--- src/rtl/flash_isp_pkg.sv ---
`timescale 1ns/1ps
package flash_isp_pkg;
  localparam logic [4:0] OFS_CTRL = 5'h00;
  localparam logic [4:0] OFS_ADDR = 5'h04;
  localparam logic [4:0] OFS_DATA = 5'h08;
  localparam logic [4:0] OFS_CMD  = 5'h0C;
  localparam logic [4:0] OFS_TRIG = 5'h10;
  localparam int FAIL_BIT = 6;

  localparam logic [5:0] CMD_READ  = 6'h00;
  localparam logic [5:0] CMD_PROG  = 6'h21;
  localparam logic [5:0] CMD_ERASE = 6'h22;
  localparam logic [5:0] CMD_CID   = 6'h0B;
  localparam logic [5:0] CMD_DID   = 6'h0C;

  typedef enum logic [1:0] {ST_IDLE, ST_PULSE, ST_RD_ISSUE, ST_RD_WAIT} seqStateT;

  // strobes from sequencer to register datapath
  typedef struct packed {
    logic setFail;
    logic clearGo;
    logic loadFlash;
    logic loadCid;
    logic loadDid;
  } seqStrobeT;

  // program time in microseconds: codes 4..7 are the short range
  function automatic logic [31:0] progMicros(input logic [2:0] code);
    logic [31:0] step;
    step = 32'(code[1:0]) * 32'd5;
    return code[2] ? 32'd20 + step : 32'd40 + step;
  endfunction

  // erase time in milliseconds
  function automatic logic [31:0] eraseMillis(input logic [2:0] code);
    logic [31:0] val;
    if (!code[2]) val = 32'd20 + 32'(code[1:0]) * 32'd5;
    else begin
      case (code[1:0])
        2'd0:    val = 32'd3;
        2'd1:    val = 32'd5;
        2'd2:    val = 32'd10;
        default: val = 32'd15;
      endcase
    end
    return val;
  endfunction
endpackage

--- src/rtl/flash_isp_regs.sv ---
`timescale 1ns/1ps
module flash_isp_regs
  import flash_isp_pkg::*;
#(
  parameter logic [31:0] COMPANY_ID = 32'h0000_00DA,
  parameter logic [31:0] DEVICE_ID  = 32'h0000_0001
) (
  input  logic        clk,
  input  logic        rstN,
  input  logic [4:0]  busAddr,
  input  logic        busWr,
  input  logic [31:0] busWdata,
  output logic [31:0] busRdata,
  input  seqStrobeT   strobe,
  input  logic [31:0] flashRdata,
  output logic        ctrlEn,
  output logic        ctrlEwen,
  output logic        ctrlCfgEn,
  output logic [2:0]  ptCode,
  output logic [2:0]  etCode,
  output logic [31:0] ispAddr,
  output logic [31:0] ispData,
  output logic [5:0]  ispCmd,
  output logic        goBit
);
  logic failFlag;
  logic wrCtrl, wrAddr, wrData, wrCmd, wrTrig;

  assign wrCtrl = busWr && (busAddr == OFS_CTRL);
  assign wrAddr = busWr && !goBit && (busAddr == OFS_ADDR);
  assign wrData = busWr && !goBit && (busAddr == OFS_DATA);
  assign wrCmd  = busWr && !goBit && (busAddr == OFS_CMD);
  assign wrTrig = busWr && !goBit && (busAddr == OFS_TRIG);

  always_ff @(posedge clk) begin
    if (!rstN) begin
      ctrlEn    <= 1'b0;
      ctrlEwen  <= 1'b0;
      ctrlCfgEn <= 1'b0;
      ptCode    <= '0;
      etCode    <= '0;
      failFlag  <= 1'b0;
      ispAddr   <= '0;
      ispData   <= '0;
      ispCmd    <= '0;
      goBit     <= 1'b0;
    end else begin
      if (wrCtrl) begin
        ctrlEn    <= busWdata[0];
        ctrlEwen  <= busWdata[1];
        ctrlCfgEn <= busWdata[4];
        ptCode    <= busWdata[10:8];
        etCode    <= busWdata[14:12];
      end
      if (strobe.setFail) failFlag <= 1'b1;
      else if (wrCtrl && busWdata[FAIL_BIT]) failFlag <= 1'b0;
      if (strobe.clearGo) goBit <= 1'b0;
      else if (wrTrig && busWdata[0]) goBit <= 1'b1;
      if (wrAddr) ispAddr <= busWdata;
      if (wrCmd) ispCmd <= busWdata[5:0];
      if (strobe.loadFlash) ispData <= flashRdata;
      else if (strobe.loadCid) ispData <= COMPANY_ID;
      else if (strobe.loadDid) ispData <= DEVICE_ID;
      else if (wrData) ispData <= busWdata;
    end
  end

  always_comb begin
    case (busAddr)
      OFS_CTRL: busRdata = {17'd0, etCode, 1'b0, ptCode, 1'b0, failFlag, 1'b0,
                            ctrlCfgEn, 2'b00, ctrlEwen, ctrlEn};
      OFS_ADDR: busRdata = ispAddr;
      OFS_DATA: busRdata = ispData;
      OFS_CMD:  busRdata = {26'd0, ispCmd};
      OFS_TRIG: busRdata = {31'd0, goBit};
      default:  busRdata = '0;
    endcase
  end

  // fail flag survives everything except a write-1 to its bit
  assert_fail_sticky_R11: assert property (@(posedge clk) disable iff (!rstN)
    failFlag && !(busWr && busAddr == OFS_CTRL && busWdata[FAIL_BIT]) |=> failFlag);
  // running operation holds the trigger until the sequencer ends it
  assert_go_held_R3: assert property (@(posedge clk) disable iff (!rstN)
    goBit && !strobe.clearGo |=> goBit);
  // address frozen while busy
  assert_addr_frozen_R3: assert property (@(posedge clk) disable iff (!rstN)
    goBit |=> $stable(ispAddr));
endmodule

--- src/rtl/flash_isp_seq.sv ---
`timescale 1ns/1ps
module flash_isp_seq
  import flash_isp_pkg::*;
#(
  parameter int          CYC_PER_US = 50,
  parameter int          MAIN_WORDS = 16384,
  parameter logic [31:0] CFG_BASE   = 32'h0030_0000,
  parameter int          CFG_WORDS  = 2,
  localparam int         WA_W       = $clog2(MAIN_WORDS)
) (
  input  logic            clk,
  input  logic            rstN,
  input  logic            goBit,
  input  logic            ctrlEn,
  input  logic            ctrlEwen,
  input  logic            ctrlCfgEn,
  input  logic [2:0]      ptCode,
  input  logic [2:0]      etCode,
  input  logic [31:0]     ispAddr,
  input  logic [5:0]      ispCmd,
  output seqStrobeT       strobe,
  output logic            flashRead,
  output logic            flashProg,
  output logic            flashErase,
  output logic            flashCfg,
  output logic [WA_W-1:0] flashAddr
);
  localparam logic [31:0] MAIN_BYTES = 32'(MAIN_WORDS * 4);
  localparam logic [31:0] CFG_END    = CFG_BASE + 32'(CFG_WORDS * 4);

  seqStateT    state;
  logic [31:0] cnt;
  logic        opErase;
  logic isRead, isProg, isErase, isCid, isDid, isStby, known;
  logic inMain, inCfg, needsAddr, addrOk, fault;
  logic [31:0] progCycles, eraseCycles;

  assign isRead  = ispCmd == CMD_READ;
  assign isProg  = ispCmd == CMD_PROG;
  assign isErase = ispCmd == CMD_ERASE;
  assign isCid   = ispCmd == CMD_CID;
  assign isDid   = ispCmd == CMD_DID;
  assign isStby  = ispCmd[5:4] == 2'b11;
  assign known   = isRead || isProg || isErase || isCid || isDid || isStby;

  assign inMain    = ispAddr < MAIN_BYTES;
  assign inCfg     = (ispAddr >= CFG_BASE) && (ispAddr < CFG_END);
  assign needsAddr = isRead || isProg || isErase;
  assign addrOk    = (ispAddr[1:0] == 2'b00) && (inMain || (inCfg && ctrlCfgEn));
  assign fault     = !ctrlEn || !known || (needsAddr && !addrOk) ||
                     ((isProg || isErase) && !ctrlEwen);

  assign progCycles  = progMicros(ptCode) * 32'(CYC_PER_US);
  assign eraseCycles = eraseMillis(etCode) * 32'd1000 * 32'(CYC_PER_US);

  always_ff @(posedge clk) begin
    if (!rstN) begin
      state   <= ST_IDLE;
      cnt     <= '0;
      opErase <= 1'b0;
    end else begin
      case (state)
        ST_IDLE: if (goBit && !fault) begin
          if (isRead) state <= ST_RD_ISSUE;
          else if (isProg) begin
            state <= ST_PULSE; cnt <= progCycles - 32'd1; opErase <= 1'b0;
          end else if (isErase) begin
            state <= ST_PULSE; cnt <= eraseCycles - 32'd1; opErase <= 1'b1;
          end
        end
        ST_PULSE: begin
          if (cnt == '0) state <= ST_IDLE;
          else cnt <= cnt - 32'd1;
        end
        ST_RD_ISSUE: state <= ST_RD_WAIT;
        default:     state <= ST_IDLE;
      endcase
    end
  end

  always_comb begin
    strobe = '0;
    case (state)
      ST_IDLE: if (goBit) begin
        if (fault) begin
          strobe.setFail = 1'b1;
          strobe.clearGo = 1'b1;
        end else if (isCid) begin
          strobe.loadCid = 1'b1; strobe.clearGo = 1'b1;
        end else if (isDid) begin
          strobe.loadDid = 1'b1; strobe.clearGo = 1'b1;
        end else if (isStby) strobe.clearGo = 1'b1;
      end
      ST_PULSE:   strobe.clearGo = (cnt == '0);
      ST_RD_WAIT: begin strobe.loadFlash = 1'b1; strobe.clearGo = 1'b1; end
      default: ;
    endcase
  end

  assign flashRead  = state == ST_RD_ISSUE;
  assign flashProg  = (state == ST_PULSE) && !opErase;
  assign flashErase = (state == ST_PULSE) && opErase;
  assign flashCfg   = inCfg;
  assign flashAddr  = ispAddr[WA_W+1:2];

  // at most one flash strobe at a time
  assert_one_strobe_R5: assert property (@(posedge clk) disable iff (!rstN)
    $onehot0({flashRead, flashProg, flashErase}));
  // strobes only while trigger reads busy
  assert_strobe_busy_R3: assert property (@(posedge clk) disable iff (!rstN)
    (flashRead || flashProg || flashErase) |-> goBit);
  // only aligned words reach the array
  assert_aligned_R10: assert property (@(posedge clk) disable iff (!rstN)
    (flashRead || flashProg || flashErase) |-> ispAddr[1:0] == 2'b00);
  // a pulse starts only after permission was present
  assert_permit_R9: assert property (@(posedge clk) disable iff (!rstN)
    $rose(flashProg || flashErase) |-> $past(ctrlEwen && ctrlEn));
  // an abort releases the trigger at the next edge
  assert_abort_clears_R9: assert property (@(posedge clk) disable iff (!rstN)
    strobe.setFail |=> !goBit);
endmodule

--- src/rtl/flash_isp.sv ---
`timescale 1ns/1ps
module flash_isp
  import flash_isp_pkg::*;
#(
  parameter int          CYC_PER_US = 50,
  parameter int          MAIN_WORDS = 16384,
  parameter logic [31:0] CFG_BASE   = 32'h0030_0000,
  parameter int          CFG_WORDS  = 2,
  parameter logic [31:0] COMPANY_ID = 32'h0000_00DA,
  parameter logic [31:0] DEVICE_ID  = 32'h0000_0001,
  localparam int         WA_W       = $clog2(MAIN_WORDS)
) (
  input  logic            clk,
  input  logic            rstN,
  input  logic [4:0]      busAddr,
  input  logic            busWr,
  input  logic [31:0]     busWdata,
  output logic [31:0]     busRdata,
  output logic            flashRead,
  output logic            flashProg,
  output logic            flashErase,
  output logic            flashCfg,
  output logic [WA_W-1:0] flashAddr,
  output logic [31:0]     flashWdata,
  input  logic [31:0]     flashRdata
);
  seqStrobeT   strobe;
  logic        ctrlEn, ctrlEwen, ctrlCfgEn, goBit;
  logic [2:0]  ptCode, etCode;
  logic [31:0] ispAddr, ispData;
  logic [5:0]  ispCmd;

  flash_isp_regs #(.COMPANY_ID(COMPANY_ID), .DEVICE_ID(DEVICE_ID)) regs_i (
    .clk(clk), .rstN(rstN), .busAddr(busAddr), .busWr(busWr), .busWdata(busWdata),
    .busRdata(busRdata), .strobe(strobe), .flashRdata(flashRdata),
    .ctrlEn(ctrlEn), .ctrlEwen(ctrlEwen), .ctrlCfgEn(ctrlCfgEn),
    .ptCode(ptCode), .etCode(etCode), .ispAddr(ispAddr), .ispData(ispData),
    .ispCmd(ispCmd), .goBit(goBit));

  flash_isp_seq #(.CYC_PER_US(CYC_PER_US), .MAIN_WORDS(MAIN_WORDS),
                  .CFG_BASE(CFG_BASE), .CFG_WORDS(CFG_WORDS)) seq_i (
    .clk(clk), .rstN(rstN), .goBit(goBit), .ctrlEn(ctrlEn), .ctrlEwen(ctrlEwen),
    .ctrlCfgEn(ctrlCfgEn), .ptCode(ptCode), .etCode(etCode), .ispAddr(ispAddr),
    .ispCmd(ispCmd), .strobe(strobe), .flashRead(flashRead), .flashProg(flashProg),
    .flashErase(flashErase), .flashCfg(flashCfg), .flashAddr(flashAddr));

  assign flashWdata = ispData;
endmodule

--- config.mk ---
export PLATFORM = sky130hd
export DESIGN_NAME = flash_isp
export DESIGN_NICKNAME = d
export VERILOG_FILES = /design/src/rtl/flash_isp_pkg.sv /design/src/rtl/flash_isp_regs.sv /design/src/rtl/flash_isp_seq.sv /design/src/rtl/flash_isp.sv
export SDC_FILE = /design/constraint.sdc
export NUM_CORES = 1
export LEC_CHECK = 0
export CORE_MARGIN = 10
export CORE_UTILIZATION = 30
export DETAILED_ROUTE_END_ITERATION = 8
export DONT_BUFFER_PORTS = 1
export SLEW_MARGIN = 15
export SYNTH_ARGS = -nofsm -noshare
export SYNTH_HDL_FRONTEND = slang
export SYNTH_SLANG_ARGS = --single-unit
--- constraint.sdc ---
create_clock -name clk -period 10.17 [get_ports clk]
set_input_delay 1.017 -clock clk [delete_from_list [all_inputs] [get_ports clk]]
set_output_delay 1.017 -clock clk [all_outputs]
set_load 0.03 [all_outputs]
==> reports/qor.yml, run 1 <==
run_status:
  run_status: "finished clean"
setup_path:
  worst-path-max-fanout: 17
  critPathLaunchType: "flip-flop"
  cpMaxStageDelayCell: "sky130_fd_sc_hd__dfxtp_1"
  required_ns: 10.53
  timing_worst_setup_path_type: "flip-flop to flip-flop"
  critPathMostFrequentCell: "sky130_fd_sc_hd__ha_1"
  reg2regPathDepth: 30
  worst_ep_arrival_time_ns: 9.27
  reg2reg_setup_slack_ns: 1.26
  regToRegEndpoint: "seq_i.cnt[25]$_SDFFE_PN0P_"
  critPathMaxStageDelay_ns: 0.67
  r2r-start: "regs_i.etCode[0]$_SDFFE_PN0P_"
  worstSetupEndpointType: "flip-flop"
cts:
  ctsLongestPathBuffers: 2
  cts_num_sinks: 116
  insertion_delay_ns: 0.42
  cts_tree: "yes"
  cts_setup_buffers: 0
  clkSlewWorstSetupHoldPaths_ns: 0.06
  cts_h_tree_lvls: 4
  clock_tree_root_driver_cell: "sky130_fd_sc_hd__clkbuf_16"
  inserted_clock_buffers: 17
  hold_buffers: 0
  post_cts_resize_count: 0
routing:
  wl_per_cell_um: 18.23
  route.vias.total: 9384
  drt.antenna.violating_nets: 0
  drt-vias-per-instance: 5.491
  detail_route.drc_violations: 0
  drt_first_iter_violations: 698
  detailedRoute.firstPassIterationCount: 5
  drt-total-wl_um: 31160
logic_synthesis:
  synthTopCellsByCount: "sky130_fd_sc_hd__nor2_1, sky130_fd_sc_hd__a21oi_1, sky130_fd_sc_hd__dfxtp_1, sky130_fd_sc_hd__nand2_1, sky130_fd_sc_hd__ha_1"
  async_flop_share: 0
  yosys_warning_count: 0
  synth.area.mux_share: 0.03453
  synthTopCellsByArea: "sky130_fd_sc_hd__dfxtp_1, sky130_fd_sc_hd__ha_1, sky130_fd_sc_hd__a21oi_1, sky130_fd_sc_hd__nor2_1, sky130_fd_sc_hd__nand2_1"
  synth-adder-area-share: 0.1800
  syn-cell-area_um2: 10220
  largest_family_of_logic_cells_by_synthesized_area: "compound AO/OA/AOI/OAI gates"
  synth_largest_area_cell: "sky130_fd_sc_hd__dfxtp_1"
  postSynthCellCount: 1307
  synthFlopType: "sky130_fd_sc_hd__dfxtp_1"
  synth-edff-count: 0
  yosys.cell_count.top_type: "sky130_fd_sc_hd__nor2_1"
  synth_area_in_compound_gates: 0.2361
  synth_seq_area_share: 0.2273
  synth-simple-area-share: 0.2152
  netlist.area_leader.share: 0.2273
  synthesized_area_divided_by_synthesized_cell_count_um2: 7.817
  synth_seq_cells: 116
  synth_cell_types: 75
  synthXorXnorAreaFrac: 0.04543
  syn-num-nets: 1514
power_and_ir_drop:
  peakVddDrop_mv: 0.09641
  static-leakage-power_uw: 0.004526
  power_per_cell_area_nw_per_um2: 141.8
floorplanning:
  pin_count: 154
  floorplan.die_area_um2: 41840
  die_height_um: 204.5
  row_count: 67
  die_w_um: 204.5
  placeableCoreArea_um2: 33530
  start_util: 0.3047
global_route:
  grt_overflow: 0
  track_usage: 0.1427
  maximum_number_of_pins_on_one_net_before_global_route_repair: 85
  grt_first_pass_wirelength_um: 48970
  antenna_violations_before_repair: 0
  number_of_global_route_vias_before_repair: 8767
hold_path:
  worst_hold_path_type: "flip-flop to flip-flop"
  min_delay_path_depth: 2
  hold_path_end: "regs_i.ispAddr[23]$_SDFFE_PN0P_"
  timing.hold.worst.start: "regs_i.ispAddr[23]$_SDFFE_PN0P_"
sta:
  tns_ns: 0
  final-hold-violation-count: 0
  timing.max_slew.rel_slack: 0.2686
  finalCriticalPeriod_ns: 8.914
  timing_worst_slew_pin_value_ns: 1.093
  fin_skew_ns: 0.01532
  fmax_ghz: 0.1122
  setup_repair_after_global_routing_missed_its_margin: "false"
  count_of_final_max_slew_check_failures: 0
  finalSetupViolations: 0
  final_min_period_over_clock_period: 0.8765
layout:
  drive_above_1_share: 0.06027
  layout.filler_cells: 3595
  antenna_cells: 0
  area_growth_pct: 8.327
  finish.instance_area_um2: 11070
  stdcell_count: 1709
  final-seq-area_um2: 2322
  nets: 1456
  multi_input_comb_area_um2: 7283
place:
  place_congestion: 0.8730
  post_dp_cell_area_um2: 10480
  post-dp-hpwl_um: 23920
  io_buffers: 0
  placed_cells: 1678
flow_run:
  max_cap_viol_count: 0
-- cell families (layout without fill, tap and decap cells) --
logic type,count (synthesis),after routing
xor gates and xnor gates,53,53
buffers and inverters,151,105
DFF,116,116
AOI/OAI and AO/OA,372,372
and+or+nand+nor,449,449
muxes,31,31
adders and majority gates,135,135
-- flip-flops by register name, summed over array words and instances, names as in the netlist --
name	cells
seq_i.state	2
regs_i.goBit	1
regs_i.ctrlCfgEn	1
seq_i.cnt	32
regs_i.ispCmd	6
regs_i.ctrlEwen	1
regs_i.failFlag	1
regs_i.ispAddr	32
regs_i.ctrlEn	1
seq_i.opErase	1
regs_i.ispData	32
regs_i.etCode	3
regs_i.ptCode	3
-- stage by stage --
step           hold slack (ns)    util  setup WS, ns  power, uW
2_1_floorplan           0.4464       -         2.282      870.9
3_3_place_gp            0.4641  0.3124         1.654      956.7
3_5_place_dp            0.4702  0.3124         1.325      960.9
4_1_cts                 0.4785  0.3300         1.286       1576
5_1_grt                 0.4955  0.3301        0.4676       1659
6_report                0.4768  0.3301         1.256       1570
-- per-layer routing --
layer  share of wire  vias to the layer above  routed length (um)  track usage
met5               0                        -                   0            0
met4           0.019                        0                 580      0.03967
met3           0.054                       40                1698      0.02733
met2            0.49                      270               15180       0.2354
met1            0.44                     4511               13690       0.1855
li1                -                     4563                   -            -
-- power breakdown --
| group | switching [uW] | total (uW) | internal (uW) |
|---|---|---|---|
| sequential | 8.07 | 466 | 457 |
| combinational | 291 | 488 | 197 |
| clock | 231 | 616 | 385 |
| total | 531 | 1570 | 1040 |
-- placed cells by master (no fill, tap or decap), drive strengths merged, types with 9 or more instances in the layout --
master,Yosys,layout
dfxtp,116,116
xor2,20,20
nand2,116,116
nor2,141,141
nand3,27,27
nor3,29,29
xnor2,33,33
ha,115,115
a211oi,34,34
fa,20,20
or2,11,11
a21oi,119,119
inv,64,65
nor2b,14,14
mux2i,24,24
nor4,11,11
a22oi,36,36
and2,23,23
nand2b,15,15
o211ai,13,13
nand3b,11,11
a31oi,19,19
clkbuf,58,19
a22o,20,20
a21o,17,17
buf,28,9
o21ai,62,62
or3,12,12
-- critical path: cells and delay by family, from the launching register on --
kind / cells / cell delay (ns)
flip-flops: 1 / 0.67
AO/OA/AOI/OAI: 10 / 2.50
AND/OR/NAND/NOR: 5 / 1.38
multiplexers: 1 / 0.24
buffers and inverters: 2 / 0.39
adder cells (fa/ha/maj): 10 / 3.41
XOR/XNOR: 2 / 0.26
-- worst max-delay path by stage --
stage | cells past startpoint | slack, ns | to | from
3_5_place_dp | 30 | 1.32 | seq_i.cnt[25]$_SDFFE_PN0P_ | regs_i.etCode[0]$_SDFFE_PN0P_
6_report | 30 | 1.26 | seq_i.cnt[25]$_SDFFE_PN0P_ | regs_i.etCode[0]$_SDFFE_PN0P_
4_1_cts | 30 | 1.29 | seq_i.cnt[29]$_SDFFE_PN0P_ | regs_i.etCode[0]$_SDFFE_PN0P_
5_1_grt | 30 | 0.47 | seq_i.cnt[31]$_SDFFE_PN0P_ | regs_i.etCode[0]$_SDFFE_PN0P_
2_1_floorplan | 32 | 2.28 | seq_i.cnt[31]$_SDFFE_PN0P_ | regs_i.etCode[0]$_SDFFE_PN0P_
3_3_place_gp | 30 | 1.65 | seq_i.cnt[31]$_SDFFE_PN0P_ | regs_i.etCode[0]$_SDFFE_PN0P_
-- final cells by class --
type | instances | share of cell area
timing repair buffer | 9 | 0.006104
sequential | 116 | 0.2098
clock buffer | 19 | 0.03911
inverter | 65 | 0.02204
tap | 448 | 0.05064
multi-input combinational | 1040 | 0.6580
clock inverter | 12 | 0.01424
Power figures use the tool's default switching activity.
==> inputs of run 2 (changes only) <==
--- a/config.mk
+++ b/config.mk
@@ -5,11 +5,16 @@
 export SDC_FILE = /design/constraint.sdc
 export NUM_CORES = 1
 export LEC_CHECK = 0
+export CELL_PAD_IN_SITES_DETAIL_PLACEMENT = 0
+export CELL_PAD_IN_SITES_GLOBAL_PLACEMENT = 1
 export CORE_MARGIN = 10
 export CORE_UTILIZATION = 30
 export DETAILED_ROUTE_END_ITERATION = 8
 export DONT_BUFFER_PORTS = 1
+export PLACE_DENSITY_LB_ADDON = 0.1
+export REMOVE_ABC_BUFFERS = 1
 export SLEW_MARGIN = 15
 export SYNTH_ARGS = -nofsm -noshare
 export SYNTH_HDL_FRONTEND = slang
 export SYNTH_SLANG_ARGS = --single-unit
+export TNS_END_PERCENT = 100
==> reports/qor.yml, run 2 (synthesis gave the netlist of run 1 again) <==
sta:
  final_min_period_over_clock_period: 0.8516
  count_of_final_max_slew_check_failures: 0
  tns_ns: 0
  finalCriticalPeriod_ns: 8.661
  fmax_ghz: 0.1155
  final-hold-violation-count: 0
  timing_worst_slew_pin_value_ns: 0.9601
  holdWs_ns: 0.4757
  timing.max_slew.rel_slack: 0.3599
  fin_skew_ns: 0.01803
  finalSetupViolations: 0
  setup_repair_after_global_routing_missed_its_margin: "false"
layout:
  largest_registers: "regs_i.ispAddr: 32 flops, regs_i.ispData: 32 flops, seq_i.cnt: 32 flops"
  area_growth_pct: 9.160
  stdcell_count: 1713
  most-common-layout-cells: "sky130_fd_sc_hd__nor2_1, sky130_fd_sc_hd__a21oi_1, sky130_fd_sc_hd__dfxtp_1"
  layout.filler_cells: 3610
  multi_input_comb_area_um2: 7297
  antenna_cells: 0
  final_common_cell: "sky130_fd_sc_hd__nor2_1"
  final-seq-area_um2: 2322
  nets: 1461
  drive_above_1_share: 0.06403
setup_path:
  worstSetupEndpointType: "flip-flop"
  required_ns: 10.54
  timing_worst_setup_path_type: "flip-flop to flip-flop"
  critPathMostFrequentCell: "sky130_fd_sc_hd__ha_1"
  critPathLaunchType: "flip-flop"
  worst_ep_arrival_time_ns: 9.03
  reg2reg_setup_slack_ns: 1.51
  cpMaxStageDelayCell: "sky130_fd_sc_hd__dfxtp_1"
  worst-path-max-fanout: 17
  critPathMaxStageDelay_ns: 0.66
hold_path:
  worst_hold_path_type: "flip-flop to flip-flop"
power_and_ir_drop:
  peakVddDrop_mv: 0.1101
  power_per_cell_area_nw_per_um2: 145.2
  static-leakage-power_uw: 0.004571
  totalPowerFinal_uw: 1620
floorplanning:
  row_count: 67
  placeableCoreArea_um2: 33530
  die_w_um: 204.5
  start_util: 0.3047
  floorplan.die_area_um2: 41840
  pin_count: 154
  die_height_um: 204.5
place:
  placed_cells: 1683
  post-dp-hpwl_um: 25630
  io_buffers: 0
  place_congestion: 0.7615
cts:
  cts_num_sinks: 116
  clock_tree_root_driver_cell: "sky130_fd_sc_hd__clkbuf_16"
  clkSlewWorstSetupHoldPaths_ns: 0.07
  ctsLongestPathBuffers: 2
  hold_buffers: 0
  inserted_clock_buffers: 17
  cts_tree: "yes"
  post_cts_resize_count: 0
  cts_setup_buffers: 0
  insertion_delay_ns: 0.44
  cts_h_tree_lvls: 4
global_route:
  track_usage: 0.1595
  grt_overflow: 0
  maximum_number_of_pins_on_one_net_before_global_route_repair: 70
  antenna_violations_before_repair: 0
  number_of_global_route_vias_before_repair: 9101
  grt_first_pass_wirelength_um: 53250
routing:
  detail_route.drc_violations: 0
  detailedRoute.firstPassIterationCount: 5
  wl_per_cell_um: 19.89
  drt_first_iter_violations: 457
  drt-total-wl_um: 34070
  drt.antenna.violating_nets: 0
  route.vias.total: 9128
  drt-vias-per-instance: 5.329
flow_run:
  max_cap_viol_count: 0
run_status:
  run_status: "finished clean"
## run 2: path summary, 6_finish.rpt
| check | startpoint | endpoint | cells after the start |
|---|---|---|---|
| max | regs_i.etCode[0]$_SDFFE_PN0P_ | seq_i.cnt[29]$_SDFFE_PN0P_ | 28 |
| max reg2reg | regs_i.etCode[0]$_SDFFE_PN0P_ | seq_i.cnt[29]$_SDFFE_PN0P_ | 28 |
| min reg2reg | regs_i.ispAddr[30]$_SDFFE_PN0P_ | regs_i.ispAddr[30]$_SDFFE_PN0P_ | 2 |
| min | regs_i.ispAddr[30]$_SDFFE_PN0P_ | regs_i.ispAddr[30]$_SDFFE_PN0P_ | 2 |
## run 2: report_power, final
part	internal, uW	switching, uW
Clock	426	232
Sequential	457	7.77
Combinational	198	299
## run 2: critical path: cells and delay by family (launching register included)
family,cells,cell delay (ns)
buffers and inverters,4,0.36
AO/OA/AOI/OAI,8,2.07
AND/OR/NAND/NOR,4,1.11
adder cells (fa/ha/maj),10,3.98
flip-flops,1,0.66
XOR/XNOR,2,0.41
## run 2: per-layer routing
layer | wire length (um) | share of wire | track usage
met5 | 0 | 0 | 0
met4 | 379 | 0.011 | 0.04020
met3 | 1335 | 0.039 | 0.02812
met2 | 16420 | 0.48 | 0.2620
met1 | 15940 | 0.47 | 0.2111
## run 2: metrics by stage
step | worst slack [ns] | instance area (um^2) | util
after floorplan | 2.388 | 9833 | -
after global placement | 1.700 | 10530 | 0.3139
after detailed placement | 1.481 | 10530 | 0.3139
after CTS | 1.412 | 11150 | 0.3325
after global routing | 0.7187 | 11150 | 0.3326
final | 1.509 | 11150 | 0.3326
## run 2: layout make-up
type,count,area share
Tap cell,448,0.05026
Inverter,65,0.02199
Timing Repair Buffer,14,0.009423
Clock buffer,21,0.04218
Sequential cell,116,0.2082
Multi-Input combinational cell,1040,0.6543
Clock inverter,9,0.01369
==> inputs of run 3 (changes only) <==
--- a/config.mk
+++ b/config.mk
@@ -7,12 +7,12 @@
 export LEC_CHECK = 0
 export CELL_PAD_IN_SITES_DETAIL_PLACEMENT = 0
 export CELL_PAD_IN_SITES_GLOBAL_PLACEMENT = 1
-export CORE_MARGIN = 10
 export CORE_UTILIZATION = 30
 export DETAILED_ROUTE_END_ITERATION = 8
 export DONT_BUFFER_PORTS = 1
 export PLACE_DENSITY_LB_ADDON = 0.1
 export REMOVE_ABC_BUFFERS = 1
+export SKIP_CTS_REPAIR_TIMING = 1
 export SLEW_MARGIN = 15
 export SYNTH_ARGS = -nofsm -noshare
 export SYNTH_HDL_FRONTEND = slang
==> constraint.sdc (replaced) <==
create_clock -name clk -period 7.6 [get_ports clk]
set_input_delay 0.76 -clock clk [delete_from_list [all_inputs] [get_ports clk]]
set_output_delay 0.76 -clock clk [all_outputs]
set_load 0.03 [all_outputs]
==> reports/qor.yml, run 3 (synthesis gave the netlist of run 1 again) <==
sta:
  timing.max_slew.rel_slack: 0.1930
  final_min_period_over_clock_period: 0.9485
  finalCriticalPeriod_ns: 7.208
  finalSetupViolations: 0
  timing_worst_slew_pin_value_ns: 1.208
  count_of_final_max_slew_check_failures: 0
  final-hold-violation-count: 0
  holdWs_ns: 0.4682
  finalWorstSetupSlack_ns: 0.3916
  fmax_ghz: 0.1387
  setup_repair_after_global_routing_missed_its_margin: "true"
  fin_skew_ns: 0.008845
floorplanning:
  start_util: 0.3047
  floorplan.die_area_um2: 34800
  placeableCoreArea_um2: 33530
  row_count: 67
  die_height_um: 186.5
  die_w_um: 186.5
  pin_count: 154
place:
  preCtsSetupSlack_ns: 0.008504
  post-dp-hpwl_um: 24250
  io_buffers: 0
  place_congestion: 0.7749
flow_run:
  max_cap_viol_count: 0
power_and_ir_drop:
  peakVddDrop_mv: 0.1547
  power_per_cell_area_nw_per_um2: 193.8
  static-leakage-power_uw: 0.004777
setup_path:
  critPathLaunchType: "flip-flop"
  worstSetupEndpointType: "flip-flop"
  cpMaxStageDelayCell: "sky130_fd_sc_hd__or3_1"
  regToRegEndpoint: "seq_i.cnt[22]$_SDFFE_PN0P_"
  worst_ep_arrival_time_ns: 7.52
  critical_path.top_delay_family: "adder cells"
  reg2reg_setup_slack_ns: 0.39
  cp_num_buf_inv: 5
  critical_path_depth: 28
  worst_setup_path_startpoint: "regs_i.etCode[1]$_SDFFE_PN0P_"
  capturing_element_of_the_worst_setup_path: "seq_i.cnt[22]$_SDFFE_PN0P_"
  reg2regPathDepth: 28
  critPathMaxStageDelay_ns: 0.53
  timing_worst_setup_path_type: "flip-flop to flip-flop"
  critPathMostFrequentCell: "sky130_fd_sc_hd__ha_1"
  required_ns: 7.91
  r2r-start: "regs_i.etCode[1]$_SDFFE_PN0P_"
  worst-path-max-fanout: 7
layout:
  most-common-layout-cells: "sky130_fd_sc_hd__nor2_1, sky130_fd_sc_hd__nand2_1, sky130_fd_sc_hd__dfxtp_1"
  area_growth_pct: 12.88
  multi_input_comb_area_um2: 7446
  nets: 1492
  drive_above_1_share: 0.1063
  largest_registers: "regs_i.ispAddr: 32 flops, regs_i.ispData: 32 flops, seq_i.cnt: 32 flops"
  layout.filler_cells: 3647
  final_common_cell: "sky130_fd_sc_hd__nor2_1"
  antenna_cells: 0
  final-seq-area_um2: 2326
routing:
  route.vias.total: 9252
  drt.antenna.violating_nets: 0
  drt_first_iter_violations: 399
  wl_per_cell_um: 18.53
  drt-vias-per-instance: 5.299
  detail_route.drc_violations: 0
  detailedRoute.firstPassIterationCount: 5
  drt-total-wl_um: 32360
global_route:
  number_of_global_route_vias_before_repair: 8963
  grt_overflow: 0
  maximum_number_of_pins_on_one_net_before_global_route_repair: 60
  grt_first_pass_wirelength_um: 51160
  antenna_violations_before_repair: 0
  track_usage: 0.1834
run_status:
  run_status: "finished clean"
cts:
  cts_num_sinks: 116
  clock_tree_root_driver_cell: "sky130_fd_sc_hd__clkbuf_16"
  clkSlewWorstSetupHoldPaths_ns: 0.06
  cts_h_tree_lvls: 4
  ctsLongestPathBuffers: 2
  cts_tree: "yes"
  inserted_clock_buffers: 17
  insertion_delay_ns: 0.42
hold_path:
  worst_hold_path_type: "input port to flip-flop"
==> run 3: cell count changes in the layout (fill, tap and decap cells not counted), moves of 4 or more <==
| cell | previous run | this run |
|---|---|---|
| sky130_fd_sc_hd__ha_2 | 0 | 4 |
| sky130_fd_sc_hd__a21oi_1 | 118 | 112 |
| sky130_fd_sc_hd__buf_4 | 14 | 45 |
| sky130_fd_sc_hd__a21oi_2 | 0 | 6 |
| sky130_fd_sc_hd__ha_1 | 115 | 110 |
==> run 3: per-layer routing <==
metal,global-route usage,share of wire,vias to the layer above
met5,0,0,-
met4,0.03878,0.0084,0
met3,0.02990,0.035,15
met2,0.3005,0.47,152
met1,0.2524,0.48,4453
li1,-,-,4632
==> run 3: area by class of cell <==
type / count / area share
Multi-Input combinational cell: 1040 / 0.6456
Sequential cell: 116 / 0.2017
Clock buffer: 22 / 0.04025
Timing Repair Buffer: 45 / 0.02929
Tap cell: 448 / 0.04860
Inverter: 65 / 0.02126
Clock inverter: 10 / 0.01334
==> run 3: worst min path at each step <==
stage | startpoint | end | slack (ns) | cells past startpoint
global route | rstN | seq_i.cnt[22]$_SDFFE_PN0P_ | 0.44 | 1
detailed placement | regs_i.ispAddr[30]$_SDFFE_PN0P_ | regs_i.ispAddr[30]$_SDFFE_PN0P_ | 0.47 | 2
global placement | regs_i.ispAddr[19]$_SDFFE_PN0P_ | regs_i.ispAddr[19]$_SDFFE_PN0P_ | 0.47 | 2
finish | busWdata[24] | regs_i.ispAddr[24]$_SDFFE_PN0P_ | 0.47 | 2
CTS | rstN | seq_i.cnt[22]$_SDFFE_PN0P_ | 0.45 | 1
floorplan | regs_i.ispAddr[1]$_SDFFE_PN0P_ | regs_i.ispAddr[1]$_SDFFE_PN0P_ | 0.45 | 2
==> run 3: per-stage QoR <==
stage                     utilization  cells  power (uW)  instance area [um^2]  setup TNS (ns)
after detailed placement       0.3206   1713        1351                 10750               0
after global routing           0.3440   1746        2374                 11530        -0.07254
after floorplan                     -   1221        1157                  9833         -0.9097
after global placement         0.3206   1713        1360                 10750               0
after CTS                      0.3390   1745        2215                 11370       -0.003315
final                          0.3440   1746        2235                 11530               0
==> run 3: report_power, final <==
part | internal [uW] | total, uW | switching [uW]
clock | 563 | 857 | 294
sequential | 612 | 622 | 9.88
combinational | 328 | 756 | 428
total | 1500 | 2240 | 731
